**config.mk**
```make
export PLATFORM = sky130hd
export DESIGN_NAME = sinc3_decim
export DESIGN_NICKNAME = d
export VERILOG_FILES = /design/src/rtl/sinc3_pkg.sv /design/src/rtl/sinc3_strobe_div.sv /design/src/rtl/sinc3_integrators.sv /design/src/rtl/sinc3_rate_ctl.sv /design/src/rtl/sinc3_combs.sv /design/src/rtl/sinc3_decim.sv
export SDC_FILE = /design/constraint.sdc
export NUM_CORES = 1
export LEC_CHECK = 0
export BUFFER_PORTS_ARGS = -buffer_cell sky130_fd_sc_hd__buf_4
export CORE_ASPECT_RATIO = 1.2
export CORE_MARGIN = 3
export CORE_UTILIZATION = 60
export CTS_CLUSTER_SIZE = 12
export DETAILED_ROUTE_END_ITERATION = 8
export GPL_ROUTABILITY_DRIVEN = 1
export PLACE_DENSITY = 0.75
export SETUP_SLACK_MARGIN = 0.1
export SYNTH_ARGS = -nofsm -noshare
export SYNTH_HDL_FRONTEND = slang
export SYNTH_SLANG_ARGS = --single-unit
```
**constraint.sdc**
```tcl
create_clock -name clk -period 8 [get_ports clk]
set_input_delay 1.6 -clock clk [delete_from_list [all_inputs] [get_ports clk]]
set_output_delay 1.6 -clock clk [all_outputs]
set_load 0.02 [all_outputs]
```
**src/rtl/sinc3_pkg.sv**
```systemverilog
package sinc3_pkg;
  // Decimation ratio is the rate code shifted left by this amount (x4).
  localparam int unsigned RATE_SHIFT   = 2;
  // Default lowest usable rate code.
  localparam int unsigned CODE_FLOOR   = 10;
  // Default filter order.
  localparam int unsigned FILTER_ORDER = 3;

  // Clamp a rate code to the floor value.
  function automatic logic [15:0] clamp_code(input logic [15:0] raw, input logic [15:0] floor_v);
    return (raw < floor_v) ? floor_v : raw;
  endfunction
endpackage

```
**src/rtl/sinc3_strobe_div.sv**
```systemverilog
module sinc3_strobe_div #(
  parameter int unsigned DIV = 128
) (
  input  logic clk,
  input  logic rst,
  output logic tick
);
  generate
    if (DIV <= 1) begin : g_pass
      assign tick = 1'b1;
    end else begin : g_count
      localparam int unsigned CW = $clog2(DIV);
      logic [CW-1:0] cnt_q;
      always_ff @(posedge clk) begin
        if (rst) begin
          cnt_q <= '0;
        end else if (cnt_q == CW'(DIV - 1)) begin
          cnt_q <= '0;
        end else begin
          cnt_q <= cnt_q + 1'b1;
        end
      end
      assign tick = (cnt_q == CW'(DIV - 1));
    end
  endgenerate
endmodule

```
**src/rtl/sinc3_integrators.sv**
```systemverilog
module sinc3_integrators #(
  parameter int unsigned ORDER = 3,
  parameter int unsigned ACC_W = 40
) (
  input  logic             clk,
  input  logic             rst,
  input  logic             en,
  input  logic             bit_in,
  output logic [ACC_W-1:0] acc_out
);
  logic [ACC_W-1:0] acc_q [ORDER];
  logic [ACC_W-1:0] step;

  // +1 for a one, -1 (all ones) for a zero
  assign step = bit_in ? ACC_W'(1) : {ACC_W{1'b1}};

  generate
    for (genvar k = 0; k < ORDER; k++) begin : g_stage
      if (k == 0) begin : g_first
        always_ff @(posedge clk) begin
          if (rst) acc_q[k] <= '0;
          else if (en) acc_q[k] <= acc_q[k] + step;
        end
      end else begin : g_next
        always_ff @(posedge clk) begin
          if (rst) acc_q[k] <= '0;
          else if (en) acc_q[k] <= acc_q[k] + acc_q[k-1];
        end
      end
    end
  endgenerate

  assign acc_out = acc_q[ORDER-1];
endmodule

```
**src/rtl/sinc3_rate_ctl.sv**
```systemverilog
module sinc3_rate_ctl #(
  parameter int unsigned CODE_W     = 11,
  parameter int unsigned MIN_CODE   = 10,
  parameter int unsigned RATE_SHIFT = 2,
  parameter int unsigned SETTLE     = 3
) (
  input  logic              clk,
  input  logic              rst,
  input  logic              tick,
  input  logic [CODE_W-1:0] code_in,
  output logic              cap_o,
  output logic              emit_o
);
  localparam int unsigned CNT_W = CODE_W + RATE_SHIFT;
  localparam int unsigned SET_W = $clog2(SETTLE + 1);

  logic [CODE_W-1:0] eff_code;
  logic [CODE_W-1:0] act_code_q;
  logic [CNT_W-1:0]  smp_cnt_q;
  logic [CNT_W-1:0]  blk_last;
  logic [SET_W-1:0]  settle_q;
  logic              at_end;
  logic              settled;

  assign eff_code = (code_in < CODE_W'(MIN_CODE)) ? CODE_W'(MIN_CODE) : code_in;
  assign blk_last = (CNT_W'(act_code_q) << RATE_SHIFT) - 1'b1;
  assign at_end   = tick && (smp_cnt_q == blk_last);
  assign settled  = (settle_q == SET_W'(SETTLE));

  always_ff @(posedge clk) begin
    if (rst) begin
      act_code_q <= eff_code;
      smp_cnt_q  <= '0;
      settle_q   <= '0;
      cap_o      <= 1'b0;
      emit_o     <= 1'b0;
    end else begin
      cap_o  <= at_end;
      emit_o <= at_end && settled;
      if (at_end) begin
        smp_cnt_q  <= '0;
        act_code_q <= eff_code;
        if (eff_code != act_code_q) begin
          settle_q <= '0;
        end else if (!settled) begin
          settle_q <= settle_q + 1'b1;
        end
      end else if (tick) begin
        smp_cnt_q <= smp_cnt_q + 1'b1;
      end
    end
  end
endmodule

```
**src/rtl/sinc3_combs.sv**
```systemverilog
module sinc3_combs #(
  parameter int unsigned ORDER = 3,
  parameter int unsigned ACC_W = 40
) (
  input  logic             clk,
  input  logic             rst,
  input  logic             cap,
  input  logic             emit,
  input  logic [ACC_W-1:0] din,
  output logic [ACC_W-1:0] dout,
  output logic             dvalid
);
  logic [ACC_W-1:0] diff [ORDER+1];
  logic [ACC_W-1:0] dly_q [ORDER];

  assign diff[0] = din;

  generate
    for (genvar k = 0; k < ORDER; k++) begin : g_comb
      assign diff[k+1] = diff[k] - dly_q[k];
      always_ff @(posedge clk) begin
        if (rst) dly_q[k] <= '0;
        else if (cap) dly_q[k] <= diff[k];
      end
    end
  endgenerate

  always_ff @(posedge clk) begin
    if (rst) begin
      dout   <= '0;
      dvalid <= 1'b0;
    end else begin
      dvalid <= cap && emit;
      if (cap && emit) dout <= diff[ORDER];
    end
  end
endmodule

```
**src/rtl/sinc3_decim.sv**
```systemverilog
module sinc3_decim
  import sinc3_pkg::*;
#(
  parameter int unsigned OSC_DIV  = 128,
  parameter int unsigned CODE_W   = 11,
  parameter int unsigned ACC_W    = 40,
  parameter int unsigned MIN_CODE = CODE_FLOOR,
  parameter int unsigned ORDER    = FILTER_ORDER
) (
  input  logic              clk,
  input  logic              rst,
  input  logic              mod_bit,
  input  logic [CODE_W-1:0] rate_code,
  output logic [ACC_W-1:0]  dout,
  output logic              dready
);
  logic             tick_w;
  logic             cap_w;
  logic             emit_w;
  logic [ACC_W-1:0] integ_w;

  sinc3_strobe_div #(.DIV(OSC_DIV)) div_i (
    .clk (clk),
    .rst (rst),
    .tick(tick_w)
  );

  sinc3_integrators #(.ORDER(ORDER), .ACC_W(ACC_W)) integ_i (
    .clk    (clk),
    .rst    (rst),
    .en     (tick_w),
    .bit_in (mod_bit),
    .acc_out(integ_w)
  );

  sinc3_rate_ctl #(
    .CODE_W    (CODE_W),
    .MIN_CODE  (MIN_CODE),
    .RATE_SHIFT(RATE_SHIFT),
    .SETTLE    (ORDER)
  ) rate_i (
    .clk    (clk),
    .rst    (rst),
    .tick   (tick_w),
    .code_in(rate_code),
    .cap_o  (cap_w),
    .emit_o (emit_w)
  );

  sinc3_combs #(.ORDER(ORDER), .ACC_W(ACC_W)) comb_i (
    .clk   (clk),
    .rst   (rst),
    .cap   (cap_w),
    .emit  (emit_w),
    .din   (integ_w),
    .dout  (dout),
    .dvalid(dready)
  );
endmodule

```
; Word-level counts from Yosys, hierarchy flattened
; Memories as Yosys holds them, arrays and structs flattened.
; Cells that the tools add are included.
[totals]
mem_count = 2
in_bits = 14
output_inout_bits = 41
ramBits = 240
register_bits = 76
[memory_table]
columns = memory, words, width, read_ports, rd_ports_with_merged_regs, write_ports, line_no
row1 = comb_i.dly_q, 3, 40, 3, 0, 3, sinc3_combs.sv:14  ; logic [ACC_W-1:0] dly_q [ORDER];
row2 = integ_i.acc_q, 3, 40, 3, 0, 3, sinc3_integrators.sv:11  ; logic [ACC_W-1:0] acc_q [ORDER];
[classes]
magnitude_cmp = 1
reduce_logical = 7
n_bitwise = 6
addsub = 10
eq_ne = 5
n_mux = 20
[op_table]
columns = cell, count
row1 = $mux 40, 7
row2 = $add 40x40->40, 3
row3 = $sub 40x40->40, 3
row4 = $mux 11, 3
row5 = $add 13x1->13 const B, 1
row6 = $eq 13x13->1, 1
row7 = $sub 13x1->13 const B, 1
row8 = $lt 11x4->1 const B, 1
row9 = $ne 11x11->1, 1
row10 = $mux 1, 8
row11 = $add 7x1->7 const B, 1
row12 = $eq 7x7->1 const B, 1
row13 = $or 1x1->1, 6
row14 = $mux 2, 2
row15 = $reduce_or 2->1, 2
row16 = $logic_and 1x1->1, 3
row17 = $add 2x1->2 const B, 1
row18 = $eq 2x2->1 const B, 1
row19 = $ne 2x2->1 const B, 1
row20 = $reduce_and 2->1, 1
row21 = $reduce_bool 2->1, 1

; Depth between registers and ports, before layout
; Gate-level depths: netlist of the first run.
[depth]
depth_word = 5
ltp_mapped = 36

; Modules after synthesis
; From an unflattened synthesis of the first run, not the netlist that was laid out.
[hier_totals]
cells_unflattened = 2855
hier_area_um2 = 25379.3
[by_module_without_submodules]
columns = module, instances, area_each_um2, seq_area_each_um2, cells_per_inst
row1 = sinc3_combs, 1, 12524.5, 4424.2, 1407
row2 = sinc3_integrators, 1, 10775.3, 3603.5, 1220
row3 = sinc3_rate_ctl, 1, 1800.5, 670.6, 197
row4 = sinc3_strobe_div, 1, 279.0, 140.1, 31

; Worst setup path after synthesis of the first run
; OpenSTA, ideal clock, no wires.
[synth_path]
path_kind = register to register
startpoint = memory integ_i.acc_q[2][0]
endpoint = register comb_i.dout[39]
path_slack_ns = 1.746
path_stages_with_launch = 35
synth_period_minus_slack_ns = 6.254
setup_time_ns = 0.125
t_arrival_ns = 6.129
required_ns = 7.875
path_buffers = 1
path_cell_list = edfxtp_1 inv_1 ha_1 fa_1 nor2b_1 o21a_1 o21ai_1 a21oi_1 o21a_1 nor2_1 xnor2_1 ha_1 inv_1 o21bai_1 a21o_1 a21o_1 a21o_1 or2_0 clkbuf_1 a311o_1 a21oi_1 o211ai_1 mux2i_1 nand3_1 ha_1 a21o_1 a211o_1 a22o_1 a311o_1 nand3_1 nand2_1 o221a_2 xor2_4 nand3b_4 o211ai_2
[synth_rtl]
columns = item, line_no
row1 = start: declaration, sinc3_integrators.sv:11
row2 = end signal: assignment, sinc3_combs.sv:34  ; if (cap && emit) dout <= diff[ORDER];
row3 = end: declaration, sinc3_combs.sv:10  ; output logic [ACC_W-1:0] dout,

==> flow_summary_export.csv, run 1 <==
group,metric,value,unit
logic_synthesis,synth.avg_cell_area,9.06,sq um
setup_path,crit_required,8.44,ns
grt,antenna_found_initial,0,
detailed_routing,drcViolationCount,0,
pwr,combPwrFrac,0.323,
pwr,p_leak,11.2,nW
logic_synthesis,seq_area_frac_synth,0.368,
timing,clock.fmax,141,MHz
pwr,p_sw,1.62,mW
timing,rsz0062_at_grt,"false",
setup_path,r2r-start,"integ_i.acc_q[2][1]$_SDFFCE_PN0P_",
setup_path,max_stage_delay,0.67,ns
detailed_routing,drtIter0Drc,930,
logic_synthesis,synth-edff-count,251,
grt,grt_pass1_wl,82500,um
placed_design,gp_congestion,0.916,
pwr,swShare,0.322,
clocking,root_buffer,"clkbuf_16",
logic_synthesis,ys_async_sr_fraction,0,
detailed_routing,drt_pass1_iterations,5,
pwr,powerDensity,194,mW/mm^2
timing,min_period,7.11,ns
logic_synthesis,ys.warnings.count,0,
layout,stdcell_count,3223,
setup_path,crit_top_cell,"a21oi_1",
timing,tns,0,ns
clocking,clk_pin_slew,0.06,ns
clocking,htreeDepth,2,
timing,fin_crit_sh,0.889,
logic_synthesis,synth_cell_types,90,
grt,grt_overflow,0,
timing,final-setup-viol-count,0,
clocking,cts_made_buffers,36,
layout,drive_gt1_frac,0.0552,
pwr,total_power,5.04,mW
layout,register_area,0.00884,sq mm
pwr,pwr-share-seq,0.367,
setup_path,reg2reg_depth,31,
floorplan,io_pins,55,
pwr,clockPowerShare,0.310,
clocking,cts_tree,"built",
floorplan,start_util,0.614,
layout,syn2layout_area_growth,7.96,%
grt,grt_pass1_vias,18100,
floorplan,core-area,0.0391,sq mm
setup_path,endpoint,"comb_i.dout[36]$_SDFFE_PP0P_",
setup_path,start_kind,"flop",
clocking,postCtsSetupRepairBufs,0,
logic_synthesis,syn-instance-count,2653,
layout,final.fill_count,3161,
clocking,cts.sinks,316,
layout,post-route-util,0.663,
setup_path,startpoint,"integ_i.acc_q[2][1]$_SDFFCE_PN0P_",
floorplan,fp.dieW,189,um
setup_path,endpoint_kind,"flop",
timing,clock_skew,0.0177,ns
run_status,outcome,"finished clean",
setup_path,arrival,7.56,ns
timing,drv_slew,0,
logic_synthesis,dominantRegCellSynth,"edfxtp_1",
logic_synthesis,syn_area,0.0240,sq mm
pwr,p_int,3.42,mW
detailed_routing,routed_via_density,5.78,
detailed_routing,wl_per_cell,15.1,um
logic_synthesis,syn_nets,2910,
timing,worstMarginPinSlew,1.12,ns
timing,hold_viol_final,0,
grt,grt_max_degree,109,
logic_synthesis,yosys_register_bits,316,
detailed_routing,wl,48600,um
setup_path,worstPathMaxFanout,8,
layout,multi_input_area,0.0142,sq mm
floorplan,die-area,0.0425,sq mm
layout,finalNetCount,2928,
min_path,hold_path_class,"reg -> reg",
clocking,cts_resized,0,
setup_path,rrSetupSlack,0.89,ns
placed_design,placed_cells,3159,
setup_path,crit_slowest_cell,"nor4_1",
clocking,cts.path.max_buffers,3,
setup_path,reg2reg_to,"comb_i.dout[36]$_SDFFE_PP0P_",
layout,antenna_cells,0,
placed_design,dpl.hpwl,36700,um
detailed_routing,num_vias,18600,
timing,maxSlewHeadroom,0.255,
floorplan,rows,79,
pwr,ir_drop,0.132,mV
setup_path,path_class,"reg -> reg",
min_path,min_path_cells,1,
detailed_routing,final_antenna_net_count,0,
clocking,postCtsHoldBufs,0,
grt,grt_util_all_layers,0.227,
clocking,clock_latency,0.53,ns
run,cap_violations,0,
floorplan,die_y,225,um
placed_design,portBuffers,54,
per-layer routing:
metal | share of wire | global-route usage | up-vias | wire [um]
met4 | 0.034 | 0.0846 | 0 | 1630
met5 | 0 | 0 | - | 0
li1 | - | - | 9542 | -
met1 | 0.45 | 0.278 | 8600 | 21700
met3 | 0.036 | 0.0271 | 119 | 1740
met2 | 0.48 | 0.410 | 378 | 23600
power groups by stage:
stage | clock (mW) | combinational [mW] | sequential [mW]
floorplan | 0 | 1.31 | 1.88
global placement | 0 | 1.56 | 1.88
detailed placement | 0 | 1.60 | 1.88
CTS | 1.60 | 1.61 | 1.85
global route | 1.67 | 1.82 | 1.86
finish | 1.56 | 1.63 | 1.85
logic make-up (layout without fill, tap and decap cells):
kind of cell	after synthesis	count (layout)	synth area share
AO/OA/AOI/OAI	726	726	0.195
buffers and inverters	275	319	0.0439
multiplexers	5	5	0.00208
flip-flops	316	316	0.368
adder cells (fa/ha/maj)	243	243	0.128
AND/OR/NAND/NOR	851	851	0.175
XOR/XNOR	237	237	0.0877
placed cells by master, fill, tap and decap left out, drive strengths merged, types with 35 or more instances in the layout:
| master | instances |
|---|---|
| and2 | 126 |
| nor2 | 251 |
| clkbuf | 57 |
| ha | 237 |
| a21o | 125 |
| o21ai | 123 |
| xnor2 | 136 |
| inv | 192 |
| nand2 | 187 |
| nand3 | 46 |
| nand4 | 35 |
| a21oi | 261 |
| xor2 | 100 |
| dfxtp | 65 |
| nor3 | 47 |
| edfxtp | 251 |
| buf | 63 |
per-stage QoR:
step	cell area [sq um]	hold WS, ns	worst slack [ns]
after floorplan	24000	0.418	1.75
after global placement	24800	0.429	1.21
after detailed placement	24800	0.437	1.02
after CTS	25900	0.445	0.995
after global routing	25900	0.453	0.314
final	25900	0.446	0.886
worst min path at each step:
stage	startpoint	end	slack [ns]
2_1_floorplan	div_i.g_count.cnt_q[0]$_SDFF_PP0_	div_i.g_count.cnt_q[0]$_SDFF_PP0_	0.42
3_3_place_gp	div_i.g_count.cnt_q[0]$_SDFF_PP0_	div_i.g_count.cnt_q[0]$_SDFF_PP0_	0.43
3_5_place_dp	div_i.g_count.cnt_q[0]$_SDFF_PP0_	div_i.g_count.cnt_q[0]$_SDFF_PP0_	0.44
4_1_cts	div_i.g_count.cnt_q[0]$_SDFF_PP0_	div_i.g_count.cnt_q[0]$_SDFF_PP0_	0.45
5_1_grt	div_i.g_count.cnt_q[0]$_SDFF_PP0_	div_i.g_count.cnt_q[0]$_SDFF_PP0_	0.45
6_report	div_i.g_count.cnt_q[0]$_SDFF_PP0_	div_i.g_count.cnt_q[0]$_SDFF_PP0_	0.45
cells in the mapped netlist, types with 6 or more instances:
cell type | n | area [sq um]
nand2_1 | 187 | 702
clkbuf_1 | 72 | 270
and3_1 | 28 | 175
inv_1 | 192 | 721
o211ai_1 | 9 | 67.6
a21boi_0 | 7 | 52.6
a21oi_1 | 258 | 1290
o21bai_1 | 32 | 240
a211oi_1 | 20 | 150
nor2b_1 | 33 | 206
or2_2 | 7 | 43.8
a21o_1 | 125 | 938
fa_1 | 6 | 120
dfxtp_1 | 65 | 1300
nor4_1 | 10 | 62.6
nor3b_1 | 11 | 82.6
or3_1 | 12 | 75.1
a41oi_1 | 8 | 70.1
and2_1 | 126 | 788
buf_2 | 6 | 30.0
o21ai_1 | 26 | 130
a31oi_1 | 30 | 188
o21ai_0 | 96 | 480
o31ai_1 | 6 | 45.0
a211o_1 | 13 | 114
nand2b_1 | 31 | 194
o21a_1 | 24 | 180
nand4_1 | 35 | 219
ha_1 | 237 | 2970
xnor2_1 | 136 | 1190
xor2_1 | 99 | 867
nand3_1 | 46 | 230
nor3_1 | 47 | 235
edfxtp_1 | 251 | 7540
nor2_1 | 251 | 942
cell type report:
class                   instances  share of cell area
inverters                     192              0.0278
clock inverters                 7             0.00222
multi-input cells            2062               0.546
well taps                     526              0.0254
flip-flops and latches        316               0.341
repair buffers                 63              0.0182
clock buffers                  57              0.0401
sequential cells by signal (all words and copies together) (netlist names):
register             flops
comb_i.dvalid            1
rate_i.act_code_q       11
rate_i.settle_q          2
comb_i.dout             40
div_i.g_count.cnt_q      7
rate_i.smp_cnt_q        13
rate_i.cap_o             1
integ_i.acc_q          120
comb_i.dly_q           120
rate_i.emit_o            1
critical path: cells and delay by family, from the launching register on:
| family | cells | cell delay, ns |
|---|---|---|
| AO/OA/AOI/OAI | 14 | 2.49 |
| XOR/XNOR | 2 | 0.30 |
| adder cells (fa/ha/maj) | 3 | 1.12 |
| flip-flops | 1 | 0.42 |
| AND/OR/NAND/NOR | 12 | 2.67 |
Power figures use the tool's default switching activity.
==> run 2: changes to the inputs <==
- CORE_UTILIZATION: 60 -> 58
- GPL_TIMING_DRIVEN: unset -> 0
- PLACE_DENSITY: 0.75 -> 0.76
- SLEW_MARGIN: unset -> 20
- clock period: 8 -> 5.85 ns (I/O delays scaled with it)
==> run 2 against run 1 <==
The flow now finishes with violations (setup timing). Sequential share of layout area decreased by 2.3 points. Cell count increased by 5.5%. Clock-buffer cell count decreased by 4. Die area increased by 3.3%. Total power increased by 52%. Hold slack improved by 0.0024 ns. Largest power group is now combinational logic.
==> flow_summary_export.csv, run 2 (synthesis gave the netlist of run 1 again) <==
group,metric,value,unit
run_status,outcome,"finished with violations",
run_status,violations,"setup timing",
setup_path,crit_slowest_cell,"edfxtp_1",
setup_path,worstPathMaxFanout,4,
setup_path,path_class,"reg -> reg",
timing,hold_ws,0.449,ns
timing,hold_viol_final,0,
timing,clock_skew,0.0182,ns
clocking,htreeDepth,2,
clocking,root_buffer,"clkbuf_16",
detailed_routing,drcViolationCount,0,
timing,worstMarginPinSlew,0.902,ns
floorplan,die-area,0.0439,sq mm
floorplan,core-area,0.0408,sq mm
timing,rsz0062_at_grt,"true",
setup_path,arrival,7.01,ns
timing,fin_crit_sh,1.12,
floorplan,rows,81,
timing,maxSlewHeadroom,0.399,
grt,antenna_found_initial,0,
detailed_routing,final_antenna_net_count,0,
floorplan,io_pins,55,
setup_path,crit_top_cell,"a21o_1",
grt,grt_max_degree,47,
layout,antenna_cells,0,
setup_path,start_kind,"flop",
placed_design,gp_congestion,0.914,
clocking,cts_tree,"built",
min_path,hold_path_class,"reg -> reg",
floorplan,die_y,229,um
clocking,clk_pin_slew,0.06,ns
placed_design,portBuffers,54,
timing,final-setup-viol-count,15,
timing,worst_slack,-0.707,ns
detailed_routing,wl_per_cell,16.6,um
grt,grt_pass1_vias,19400,
layout,final_cell_area,0.0279,sq mm
detailed_routing,drt_pass1_iterations,5,
layout,final_common_cell,"edfxtp_1",
pwr,powerDensity,275,mW/mm^2
detailed_routing,wl,56500,um
pwr,total_power,7.67,mW
clocking,cts.sinks,316,
layout,finalNetCount,3091,
setup_path,max_stage_delay,0.38,ns
floorplan,start_util,0.588,
floorplan,fp.dieW,192,um
grt,grt_pass1_wl,90000,um
grt,grt_overflow,0,
detailed_routing,num_vias,19700,
placed_design,place_area,0.0253,sq mm
pwr,ir_drop,0.196,mV
setup_path,endpoint_kind,"flop",
pwr,p_leak,11.9,nW
clocking,clock_latency,0.53,ns
timing,min_period,6.56,ns
setup_path,crit_required,6.30,ns
detailed_routing,routed_via_density,5.80,
clocking,cts_made_buffers,36,
layout,syn2layout_area_growth,16.0,%
layout,reg.largest.list,"comb_i.dly_q (120), integ_i.acc_q (120), comb_i.dout (40)",
layout,mostFrequentLayoutCells,"edfxtp_1, nor2_1, a21oi_1",
grt,grt_util_all_layers,0.246,
run,cap_violations,0,
placed_design,dpl.hpwl,42100,um
timing,clock.fmax,153,MHz
clocking,cts.path.max_buffers,3,
timing,drv_slew,0,
detailed_routing,drtIter0Drc,1072,
layout,drive_gt1_frac,0.130,
-- run 2: changes by cell type in the layout (fill, tap and decap cells not counted), sizes merged --
cell    delta
buf       +93
clkbuf    +66
inv        +2
bufinv     +1
clkinv     +1
-- run 2: final cells by class --
| cell class | count | area [sq um] |
|---|---|---|
| fillers | 3123 | 13000 |
| multi-input cells | 2062 | 15000 |
| well taps | 539 | 674 |
| clock buffers | 53 | 1040 |
| plain buffers | 83 | 373 |
| clock inverters | 11 | 113 |
| flip-flops and latches | 316 | 8840 |
| repair buffers | 143 | 1150 |
| inverters | 192 | 721 |
-- run 2: worst max-delay path, delay by kind of cell, from the launching register on --
family | cells | cell delay, ns
AO/OA/AOI/OAI | 18 | 3.14
XOR/XNOR | 3 | 0.62
adder cells (fa/ha/maj) | 4 | 1.06
buffers and inverters | 5 | 0.58
flip-flops | 1 | 0.38
AND/OR/NAND/NOR | 6 | 0.69
-- run 2: metrics by stage --
stage	instances	setup slack (ns)	util	TNS (ns)
6_report	3399	-0.707	0.682	-6.71
2_1_floorplan	2653	-0.127	-	-0.268
3_5_place_dp	3250	-1.28	0.619	-9.43
4_1_cts	3367	-0.523	0.664	-4.21
5_1_grt	3399	-1.05	0.682	-11.34
3_3_place_gp	3246	-1.31	0.616	-167.39
-- run 2: path summary, 6_finish.rpt --
| check | start | endpoint | slack, ns | cells past startpoint |
|---|---|---|---|---|
| max reg2reg | integ_i.acc_q[2][0]$_SDFFCE_PN0P_ | comb_i.dout[33]$_SDFFE_PP0P_ | -0.71 | 36 |
| min | div_i.g_count.cnt_q[0]$_SDFF_PP0_ | div_i.g_count.cnt_q[0]$_SDFF_PP0_ | 0.45 | 1 |
| max | integ_i.acc_q[2][0]$_SDFFCE_PN0P_ | comb_i.dout[33]$_SDFFE_PP0P_ | -0.71 | 36 |
| min reg2reg | div_i.g_count.cnt_q[0]$_SDFF_PP0_ | div_i.g_count.cnt_q[0]$_SDFF_PP0_ | 0.45 | 1 |
-- run 2: report_power, final --
group | internal, mW | switching (mW) | total [mW] | leakage [nW]
Clock | 1.32 | 0.908 | 2.23 | 0.562
Sequential | 2.48 | 0.0448 | 2.53 | 3.11
Combinational | 1.30 | 1.61 | 2.92 | 8.22
-- run 2: routing by layer --
layer  vias up  part of all wire  GRT usage
li1       9859                 -          -
met1      9242              0.41      0.280
met2       467              0.51      0.455
met3       152             0.035     0.0295
met4         0             0.043      0.109
met5         -                 0          0
-- run 2: what timing repair did --
item                                    4_1_cts  5_1_grt
setup buffers                                54       35
cloned                                        0        0
gates resized for setup                      71      114
pin swaps                                    74       82
hold buffers                                  0        0
endpoints found under the setup margin       21       29
==> run 3: changes to the inputs <==
- CORE_UTILIZATION: 58 -> 59
- PLACE_DENSITY: 0.76 -> 0.77
- SLEW_MARGIN: 20 -> unset
- SYNTH_HIERARCHICAL: unset -> 1
==> run 3 against run 2 <==
Clock power up 9.9%. Hold slack better by 0.0013 ns. Sequential power about the same. Cell count up 5.9%. Global-route usage up 3.2 points. The run still ends with setup timing left. Synthesized cell count up 7.6%. Total power up 8.8%. Non-clock buffer count up 28. Area after synthesis up 5.6%. Critical path depth down 1. Routed wire length up 18%.
==> flow_summary_export.csv, run 3 <==
group,metric,value,unit
run_status,outcome,"finished with violations",
run_status,violations,"setup timing",
logic_synthesis,ys_async_sr_fraction,0,
min_path,min_path_cells,2,
clocking,htreeDepth,2,
floorplan,io_pins,55,
layout,syn2layout_area_growth,15.9,%
timing,drv_slew,0,
logic_synthesis,syn_area,0.0254,sq mm
clocking,cts_made_buffers,38,
timing,fin_crit_sh,1.17,
pwr,ir_drop,0.369,mV
setup_path,reg2reg_depth,35,
setup_path,worstPathMaxFanout,5,
logic_synthesis,synth_cell_types,94,
logic_synthesis,yosysMostFrequentCell,"nor2_1",
layout,mostFrequentLayoutCells,"nor2_1, edfxtp_1, a21oi_1",
clocking,postCtsHoldBufs,0,
min_path,min_from,"comb_i/dout[12]$_SDFFE_PP0P_",
logic_synthesis,synth.avg_cell_area,8.89,sq um
detailed_routing,wl,66700,um
setup_path,crit_family,"compound AO/OA/AOI/OAI gates",
timing,min_period,6.83,ns
timing,worst_slack,-0.978,ns
setup_path,arrival,7.25,ns
setup_path,start_kind,"flop",
floorplan,rows,82,
logic_synthesis,syn_nets,3112,
detailed_routing,drcViolationCount,0,
logic_synthesis,synthTopCellsByArea,"edfxtp_1, ha_1, dfxtp_1",
clocking,clk_pin_slew,0.06,ns
logic_synthesis,ys.warnings.count,6,
placed_design,place_area,0.0266,sq mm
timing,clock_skew,0.0248,ns
clocking,root_buffer,"clkbuf_16",
layout,post-route-util,0.697,
grt,grt_pass1_vias,21200,
layout,reg.largest.list,"comb_i/dly_q (120), integ_i/acc_q (120), comb_i/dout (40)",
detailed_routing,drt_pass1_iterations,8,
logic_synthesis,dominantRegCellSynth,"edfxtp_1",
clocking,cts.path.max_buffers,3,
grt,grt_max_degree,68,
layout,final_cell_area,0.0294,sq mm
setup_path,path_class,"reg -> reg",
timing,tns,-11.32,ns
logic_synthesis,syn-instance-count,2855,
logic_synthesis,synth-edff-count,251,
layout,final_common_cell,"nor2_1",
layout,antenna_cells,0,
layout,finalNetCount,3282,
detailed_routing,wl_per_cell,18.5,um
grt,grt_pass1_wl,104000,um
setup_path,crit_slowest_cell,"edfxtp_1",
timing,maxSlewHeadroom,0.353,
floorplan,fp.dieW,195,um
placed_design,gp_congestion,0.929,
setup_path,r2r-start,"integ_i/acc_q[2][0]$_SDFFCE_PN0P_",
pwr,p_leak,12.4,nW
clocking,clock_latency,0.57,ns
timing,clock.fmax,146,MHz
logic_synthesis,synth_top_area_cell,"edfxtp_1",
floorplan,die_y,233,um
pwr,powerDensity,284,mW/mm^2
grt,grt_util_all_layers,0.278,
min_path,hold_path_class,"reg -> reg",
min_path,min_to,"comb_i/dout[12]$_SDFFE_PP0P_",
logic_synthesis,yosys-top-cells-count,"nor2_1, a21oi_1, edfxtp_1",
logic_synthesis,seq_area_frac_synth,0.348,
setup_path,crit_buf_inv,3,
timing,hold_viol_final,0,
detailed_routing,num_vias,21600,
logic_synthesis,yosys_register_bits,316,
setup_path,max_stage_delay,0.40,ns
grt,grt_overflow,0,
layout,drive_gt1_frac,0.135,
run,cap_violations,0,
detailed_routing,drtIter0Drc,1209,
grt,antenna_found_initial,0,
clocking,cts.sinks,316,
floorplan,core-area,0.0422,sq mm
floorplan,start_util,0.602,
setup_path,reg2reg_to,"comb_i/dout[39]$_SDFFE_PP0P_",
timing,worstMarginPinSlew,0.971,ns
timing,final-setup-viol-count,20,
clocking,cts_tree,"built",
floorplan,die-area,0.0456,sq mm
detailed_routing,routed_via_density,6.01,
setup_path,endpoint_kind,"flop",
setup_path,crit_required,6.27,ns
logic_synthesis,synth.top_cell.area_share,0.297,
timing,hold_ws,0.450,ns
placed_design,portBuffers,54,
placed_design,dpl.hpwl,48700,um
detailed_routing,final_antenna_net_count,0,
timing,rsz0062_at_grt,"true",
setup_path,rrSetupSlack,-0.98,ns
==> run 3: worst max path at each step <==
stage	cells past startpoint	end	slack, ns	from
4_1_cts	37	comb_i/dout[37]$_SDFFE_PP0P_	-0.77	integ_i/acc_q[2][0]$_SDFFCE_PN0P_
5_1_grt	35	comb_i/dout[39]$_SDFFE_PP0P_	-1.21	integ_i/acc_q[2][0]$_SDFFCE_PN0P_
3_3_place_gp	34	comb_i/dout[36]$_SDFFE_PP0P_	-1.57	integ_i/acc_q[2][0]$_SDFFCE_PN0P_
2_1_floorplan	34	comb_i/dout[37]$_SDFFE_PP0P_	-0.18	integ_i/acc_q[2][0]$_SDFFCE_PN0P_
3_5_place_dp	34	comb_i/dout[36]$_SDFFE_PP0P_	-1.63	integ_i/acc_q[2][0]$_SDFFCE_PN0P_
6_report	35	comb_i/dout[39]$_SDFFE_PP0P_	-0.98	integ_i/acc_q[2][0]$_SDFFCE_PN0P_
==> run 3: report_power, final <==
group	internal, mW	switching [mW]
Sequential	2.49	0.0497
Clock	1.51	0.937
Combinational	1.47	1.89
==> run 3: cells by family after synthesis <==
| kind of cell | after synthesis | share of synthesized area |
|---|---|---|
| and+or+nand+nor | 904 | 0.176 |
| AOI/OAI and AO/OA | 833 | 0.220 |
| adders and majority gates | 243 | 0.122 |
| DFF | 316 | 0.348 |
| buffers and inverters | 312 | 0.0491 |
| muxes | 8 | 0.00316 |
| xor gates and xnor gates | 239 | 0.0825 |
==> run 3: through the flow <==
stage          power, mW  instances  setup slack (ns)
2_1_floorplan       4.63       2855            -0.184
3_3_place_gp        5.12       3455             -1.57
3_5_place_dp        5.18       3458             -1.63
4_1_cts             7.91       3574            -0.769
5_1_grt             8.76       3600             -1.21
6_report            8.35       3600            -0.978
==> run 3: per-layer routing <==
layer	wire, um	share of wire	global-route usage	up-vias
met5	0	0	0	-
met4	3410	0.051	0.132	0
met3	2360	0.035	0.0302	213
met2	34600	0.52	0.529	566
met1	26300	0.39	0.309	10200
li1	-	-	-	10700
==> run 3: worst reg2reg max path, delay by kind of cell, from the launching register on <==
family	cells	cell delay (ns)
AOI/OAI and AO/OA	13	2.18
buffers and inverters	3	0.29
and+or+nand+nor	11	1.80
DFF	1	0.40
adders and majority gates	4	1.22
xor gates and xnor gates	4	0.82
==> run 3: final cells by class <==
type                    count  area [sq um]
well taps                 546           683
plain buffers             122           574
fillers                  3209         12800
multi-input cells        2227         16200
flip-flops and latches    316          8840
inverters                 188           706
clock inverters            13           138
clock buffers              56          1160
repair buffers            132          1070
==> run 3: repair_timing <==
action                                  4_1_cts  5_1_grt
hold endpoints to repair                      0        0
endpoints found under the setup margin       26       30
setup buffers                                49       30
pin swaps                                    68       88
resized for setup                            73      123
